<file path="src/rtl/cfg_rst_pkg.sv">
package cfg_rst_pkg;

  typedef enum logic [2:0] {
    ST_PWRUP  = 3'd0,
    ST_MARGIN = 3'd1,
    ST_RUN    = 3'd2,
    ST_SLEEP  = 3'd3,
    ST_HELD   = 3'd4
  } seq_state_t;

  // Supplies are good enough to start the margin timer.
  function automatic logic supplies_good(input logic core_ok, input logic io_good,
                                         input logic need_io);
    return core_ok & (io_good | ~need_io);
  endfunction

  // State chosen once the line has been released: standby beats the line.
  function automatic seq_state_t settle_state(input logic ce_high, input logic line_low);
    if (ce_high)       return ST_SLEEP;
    else if (line_low) return ST_HELD;
    else               return ST_RUN;
  endfunction

  // Next address value while reading.
  function automatic int unsigned addr_step(input int unsigned cur, input logic adv,
                                            input int unsigned last);
    return (adv && cur != last) ? cur + 1 : cur;
  endfunction

endpackage

</file>
<file path="src/rtl/cfg_rst_sync.sv">
module cfg_rst_sync #(
  parameter int   STAGES  = 2,
  parameter logic RST_VAL = 1'b0
) (
  input  logic clk,
  input  logic rst_n,
  input  logic d,
  output logic q
);
  logic [STAGES-1:0] chain;

  generate
    for (genvar i = 0; i < STAGES; i++) begin : g_stage
      always_ff @(posedge clk or negedge rst_n) begin
        if (!rst_n) chain[i] <= RST_VAL;
        else if (i == 0) chain[i] <= d;
        else chain[i] <= chain[(i == 0) ? 0 : i-1];
      end
    end
  endgenerate

  assign q = chain[STAGES-1];
endmodule

</file>
<file path="src/rtl/cfg_rst_fsm.sv">
module cfg_rst_fsm
  import cfg_rst_pkg::*;
#(
  parameter int DELAY_CYCLES = 1000,
  localparam int CNT_W = $clog2(DELAY_CYCLES + 1)
) (
  input  logic       clk,
  input  logic       rst_n,
  input  logic       supplies_ok,
  input  logic       core_pd,
  input  logic       ce_high_s,
  input  logic       pin_low_s,
  output seq_state_t state_q,
  output seq_state_t state_d,
  output logic       margin_done
);
  localparam logic [CNT_W-1:0] CNT_LAST = CNT_W'(DELAY_CYCLES - 1);

  logic [CNT_W-1:0] cnt_q, cnt_d;

  assign margin_done = (state_q == ST_MARGIN) && (cnt_q == CNT_LAST);

  always_comb begin
    state_d = state_q;
    cnt_d   = cnt_q;
    unique case (state_q)
      ST_PWRUP: begin
        if (supplies_ok && !core_pd) begin
          state_d = ST_MARGIN;
          cnt_d   = '0;
        end
      end
      ST_MARGIN: begin
        if (core_pd || !supplies_ok) state_d = ST_PWRUP;
        else if (margin_done)        state_d = settle_state(ce_high_s, pin_low_s);
        else                         cnt_d   = cnt_q + CNT_W'(1);
      end
      default: begin
        if (core_pd) state_d = ST_PWRUP;
        else         state_d = settle_state(ce_high_s, pin_low_s);
      end
    endcase
  end

  always_ff @(posedge clk or negedge rst_n) begin
    if (!rst_n) begin
      state_q <= ST_PWRUP;
      cnt_q   <= '0;
    end else begin
      state_q <= state_d;
      cnt_q   <= cnt_d;
    end
  end
endmodule

</file>
<file path="src/rtl/cfg_rst_addr.sv">
module cfg_rst_addr #(
  parameter int WORDS = 4096,
  localparam int AW = $clog2(WORDS)
) (
  input  logic          clk,
  input  logic          rst_n,
  input  logic          run_now,
  input  logic          run_next,
  input  logic          adv,
  output logic [AW-1:0] addr,
  output logic          at_end
);
  localparam int unsigned LAST = WORDS - 1;

  always_ff @(posedge clk or negedge rst_n) begin
    if (!rst_n)        addr <= '0;
    else if (!run_next) addr <= '0;
    else if (run_now)   addr <= AW'(cfg_rst_pkg::addr_step(int'(addr), adv, LAST));
  end

  assign at_end = (int'(addr) == LAST);
endmodule

</file>
<file path="src/rtl/cfg_rst_seq.sv">
module cfg_rst_seq
  import cfg_rst_pkg::*;
#(
  parameter int DELAY_CYCLES = 1000,
  parameter int WORDS        = 4096,
  parameter bit NEED_IO      = 1'b1,
  parameter int SYNC_STAGES  = 2,
  localparam int AW = $clog2(WORDS)
) (
  input  logic          clk,
  input  logic          rst_n,
  input  logic          core_por_ok,
  input  logic          core_pd,
  input  logic          io_ok,
  input  logic          pin_sense,
  input  logic          ce_n,
  input  logic          rd_adv,
  output logic          pin_pull_low,
  output logic          data_drive_en,
  output logic          cascade_n,
  output logic [AW-1:0] rd_addr,
  output logic [2:0]    seq_state
);
  // Named internal events, also used by the bound checker.
  logic       supplies_ok;
  logic       ce_high_s;
  logic       pin_high_s;
  logic       pin_low_s;
  logic       margin_done;
  logic       addr_at_end;
  seq_state_t st_q, st_d;

  assign supplies_ok = supplies_good(core_por_ok, io_ok, NEED_IO);

  cfg_rst_sync #(.STAGES(SYNC_STAGES), .RST_VAL(1'b1)) u_sync_ce (
    .clk(clk), .rst_n(rst_n), .d(ce_n), .q(ce_high_s)
  );

  cfg_rst_sync #(.STAGES(SYNC_STAGES), .RST_VAL(1'b0)) u_sync_pin (
    .clk(clk), .rst_n(rst_n), .d(pin_sense), .q(pin_high_s)
  );

  assign pin_low_s = ~pin_high_s;

  cfg_rst_fsm #(.DELAY_CYCLES(DELAY_CYCLES)) u_fsm (
    .clk(clk), .rst_n(rst_n), .supplies_ok(supplies_ok), .core_pd(core_pd),
    .ce_high_s(ce_high_s), .pin_low_s(pin_low_s),
    .state_q(st_q), .state_d(st_d), .margin_done(margin_done)
  );

  cfg_rst_addr #(.WORDS(WORDS)) u_addr (
    .clk(clk), .rst_n(rst_n),
    .run_now(st_q == ST_RUN), .run_next(st_d == ST_RUN), .adv(rd_adv),
    .addr(rd_addr), .at_end(addr_at_end)
  );

  assign pin_pull_low  = (st_q == ST_PWRUP) || (st_q == ST_MARGIN);
  assign data_drive_en = (st_q == ST_RUN);
  assign cascade_n     = ~((st_q == ST_RUN) && addr_at_end);
  assign seq_state     = st_q;
endmodule

</file>
<file path="config.mk">
export PLATFORM = sky130hd
export DESIGN_NAME = cfg_rst_seq
export DESIGN_NICKNAME = d
export VERILOG_FILES = /design/src/rtl/cfg_rst_pkg.sv /design/src/rtl/cfg_rst_sync.sv /design/src/rtl/cfg_rst_fsm.sv /design/src/rtl/cfg_rst_addr.sv /design/src/rtl/cfg_rst_seq.sv
export SDC_FILE = /design/constraint.sdc
export NUM_CORES = 1
export LEC_CHECK = 0
export BUFFER_PORTS_ARGS = -buffer_cell sky130_fd_sc_hd__buf_2
export CORE_UTILIZATION = 30
export CTS_BUF_LIST = sky130_fd_sc_hd__clkbuf_16
export CTS_CLUSTER_SIZE = 8
export DETAILED_ROUTE_END_ITERATION = 7
export GPL_TIMING_DRIVEN = 0
export PLACE_DENSITY = 0.52
export REMOVE_ABC_BUFFERS = 1
export SLEW_MARGIN = 20
export SYNTH_ARGS = -nofsm -noshare
export SYNTH_HDL_FRONTEND = slang
export SYNTH_SLANG_ARGS = --single-unit
</file>
<file path="constraint.sdc">
create_clock -name clk -period 2.5 [get_ports clk]
set_clock_uncertainty 0.05 [all_clocks]
set_input_delay 0.125 -clock clk [delete_from_list [all_inputs] [get_ports clk]]
set_output_delay 0.125 -clock clk [all_outputs]
set_load 0.03 [all_outputs]
</file>
==> results.yml <==
drt:
  drt_iter0_markers: 77
  firstDrtPassIters: 5
  finalWirelength_um: 3610
  vias_per_cell: 5.29
  ant_nets: 0
  wire_per_inst_um: 14.1
  vias: 1348
  drc: 0
critical_path:
  cp-start-kind: "flip-flop"
  path_max_fanout: 17
  criticalPathCategory: "reg -> reg"
  worstPathCellList: "nand4bb_4 -> or2_1 -> o32ai_2 -> nor4b_1"
  critPathBufInv: 0
  r2r_cells: 4
  required_ns: 2.55
  r2r-end: "u_addr.addr[11]"
  reg2reg_setup_slack_ns: 0.34
  endpoint: "u_addr.addr[11]"
  crit_start: "u_fsm.state_q[1]"
  endpoint_kind: "flip-flop"
  max_stage_delay_ns: 0.66
  regToRegStartpoint: "u_fsm.state_q[1]"
  worst_path_max_delay_cell: "o32ai_2"
  path_depth: 4
  path_delay_family: "simple AND/OR/NAND/NOR gates"
  crit_arrival_ns: 2.22
sta:
  slew_headroom_pct: 27.8
  period_minus_slack_ns: 2.16
  layout_setup_ws_ns: 0.336
  hold_violations: 0
  rsz0062_at_grt: "false"
  worst_slew_pin_slew_ns: 1.08
  setup_violations: 0
  fin_crit_sh_pct: 86.6
  fmax_mhz: 462
  setup_tns_ns: 0
  slew_viol_final: 0
power:
  p_leak_nw: 0.777
  p_comb_share_pct: 4.7
  peakVddDrop_v: 0.000346
  clkPwrFrac_pct: 50.7
  swShare_pct: 22.7
  p_per_area_nw_per_um2: 562
  p_sw_uw: 252
  p_int_uw: 860
  seq_power_share_pct: 44.6
synth:
  synth-seq-cells: 29
  synth-xor-area-share_pct: 1.08
  yosys.area_share.simple_pct: 26.5
  seq_area_frac_synth_pct: 44.8
  synth.most_common_cell: "dfrtp_1"
  synthFlopType: "dfrtp_1"
  synthMuxAreaShare_pct: 2.62
  syn_inst: 155
  synth_top_area_cell: "dfrtp_1"
  synth_top_family_by_area: "simple AND/OR/NAND/NOR gates"
  synth_cell_types: 45
  synth_warnings: 0
  synth_edf_count: 0
  synth_area_um2: 1630
  ys_async_sr_fraction_pct: 100
  synthTopCellsByCount: "27 x dfrtp_1, 11 x nand2_1, 10 x o31ai_1"
  post_synth_main_area_contributors: "dfrtp_1 42%, a211oi_2 4.6%, o31ai_1 4.6%"
  yosys.area_share.adder_pct: 1.54
  synth_compound_area_share_pct: 19.3
  yosys.area.top_type_share_pct: 41.6
  avgSynthCellArea_um2: 10.5
layout:
  n_antenna_cell: 0
  drive_above_1_share_pct: 27.0
  post-route-util_pct: 38.2
  fin_nets: 194
  syn_to_final_growth_pct: 21.7
clocking:
  cts_tree: "done"
  htree_levels: 2
  clock_path_buffers: 2
  clk_pin_slew_ns: 0.05
  clock_latency_ns: 0.28
  cts_num_sinks: 29
  cts_inserted_buffers: 5
  root_buffer: "clkbuf_16"
place:
  place_congestion: 0.780
  dp_worst_setup_slack_ns: -0.0111
  dp_hpwl_um: 2500
  io_buffers: 25
floorplanning:
  die_h_um: 75.6
  ios: 26
  initial_core_util_pct: 31.4
  num_rows: 26
  die_x_um: 75.6
  coreArea_um2: 5170
  dieArea_um2: 5720
grt:
  grt_max_degree: 30
  antenna_found_initial: 0
  first_global_vias: 1246
  grt_overflow: 0
  grt_pass1_wl_um: 6010
  track_usage_pct: 14.1
hold_path:
  hold_path_class: "in -> reg"
flow_run:
  max_cap_viol_count: 0
outcome:
  status: "finished, final reports clean"
-- cells in the final DEF (no fill, tap or decap), drive strengths merged, types with 7 or more instances in the layout --
| cell | Yosys | final |
|---|---|---|
| a211oi | 8 | 8 |
| buf | 5 | 26 |
| dfrtp | 27 | 27 |
| inv | 7 | 7 |
| nand2 | 11 | 11 |
| nor3 | 9 | 9 |
| o21ai | 7 | 7 |
| o31ai | 11 | 11 |
| or4 | 7 | 7 |
-- worst reg2reg max path: stages, from the launching register on --
cell	delay, ns
dfrtp_1	0.42
nand4bb_4	0.28
or2_1	0.45
o32ai_2	0.66
nor4b_1	0.14
-- cell type report --
| class | count | area (µm²) |
|---|---|---|
| multi-input combinational | 112 | 836 |
| tap | 70 | 87.6 |
| sequential | 29 | 728 |
| clock inverter | 3 | 12.5 |
| timing repair buffer | 29 | 163 |
| clock buffer | 5 | 125 |
| inverter | 7 | 26.3 |
| fill | 516 | 3190 |
-- power groups by stage --
stage	Clock, mW	Sequential (mW)	Combinational, mW
detailed placement	0	0.503	0.0498
floorplan	0	0.501	0.0232
finish	0.564	0.496	0.0523
global placement	0	0.503	0.0484
CTS	0.577	0.496	0.0537
global route	0.596	0.497	0.0595
-- cell families after synthesis --
group           Yosys count
compound gates           39
xor+xnor                  2
fa+ha+maj                 2
buf+inv                  14
flops                    29
mux                       4
simple gates             65
-- worst min path at each step --
stage | startpoint | endpoint | depth (start not counted)
2_1_floorplan | rst_n | u_addr.addr[0] | 0
5_1_grt | u_sync_pin.chain[0] | u_sync_pin.q | 0
6_report | core_pd | u_fsm.cnt_q[6] | 4
3_5_place_dp | rst_n | u_fsm.cnt_q[2] | 1
3_3_place_gp | rst_n | u_fsm.cnt_q[2] | 1
4_1_cts | core_pd | u_fsm.cnt_q[6] | 4
-- metrics by stage --
step	power [mW]	instances	hold WS [ns]	cell area (µm²)
3_5_place_dp	0.553	243	0.150	1800
3_3_place_gp	0.551	243	0.141	1800
5_1_grt	1.15	255	0.306	1980
4_1_cts	1.13	255	0.271	1980
6_report	1.11	255	0.272	1980
2_1_floorplan	0.525	148	-0.221	1580
-- layer usage --
metal | global-route usage (%) | up-vias | share of wire [%]
li1 | - | 660 | -
met1 | 18.7 | 660 | 50
met2 | 21.9 | 21 | 46
met3 | 3.97 | 7 | 2.6
met4 | 5.56 | 0 | 1.6
met5 | 0 | - | 0
-- registers in the layout (all words and copies together), names as in the netlist --
| name | count |
|---|---|
| u_addr.addr | 12 |
| u_fsm.cnt_q | 10 |
| u_fsm.state_q | 3 |
| u_sync_ce.chain | 1 |
| u_sync_ce.q | 1 |
| u_sync_pin.chain | 1 |
| u_sync_pin.q | 1 |
-- repair_timing --
item / CTS / global route
gates resized for setup: 0 / 1
endpoints found under the setup margin: 1 / 1
hold buffers: 3 / 0
setup buffers: 1 / 0
pin swaps: 1 / 0
hold endpoints to repair: 29 / 0
No activity file was read; power rests on OpenSTA's default activity.
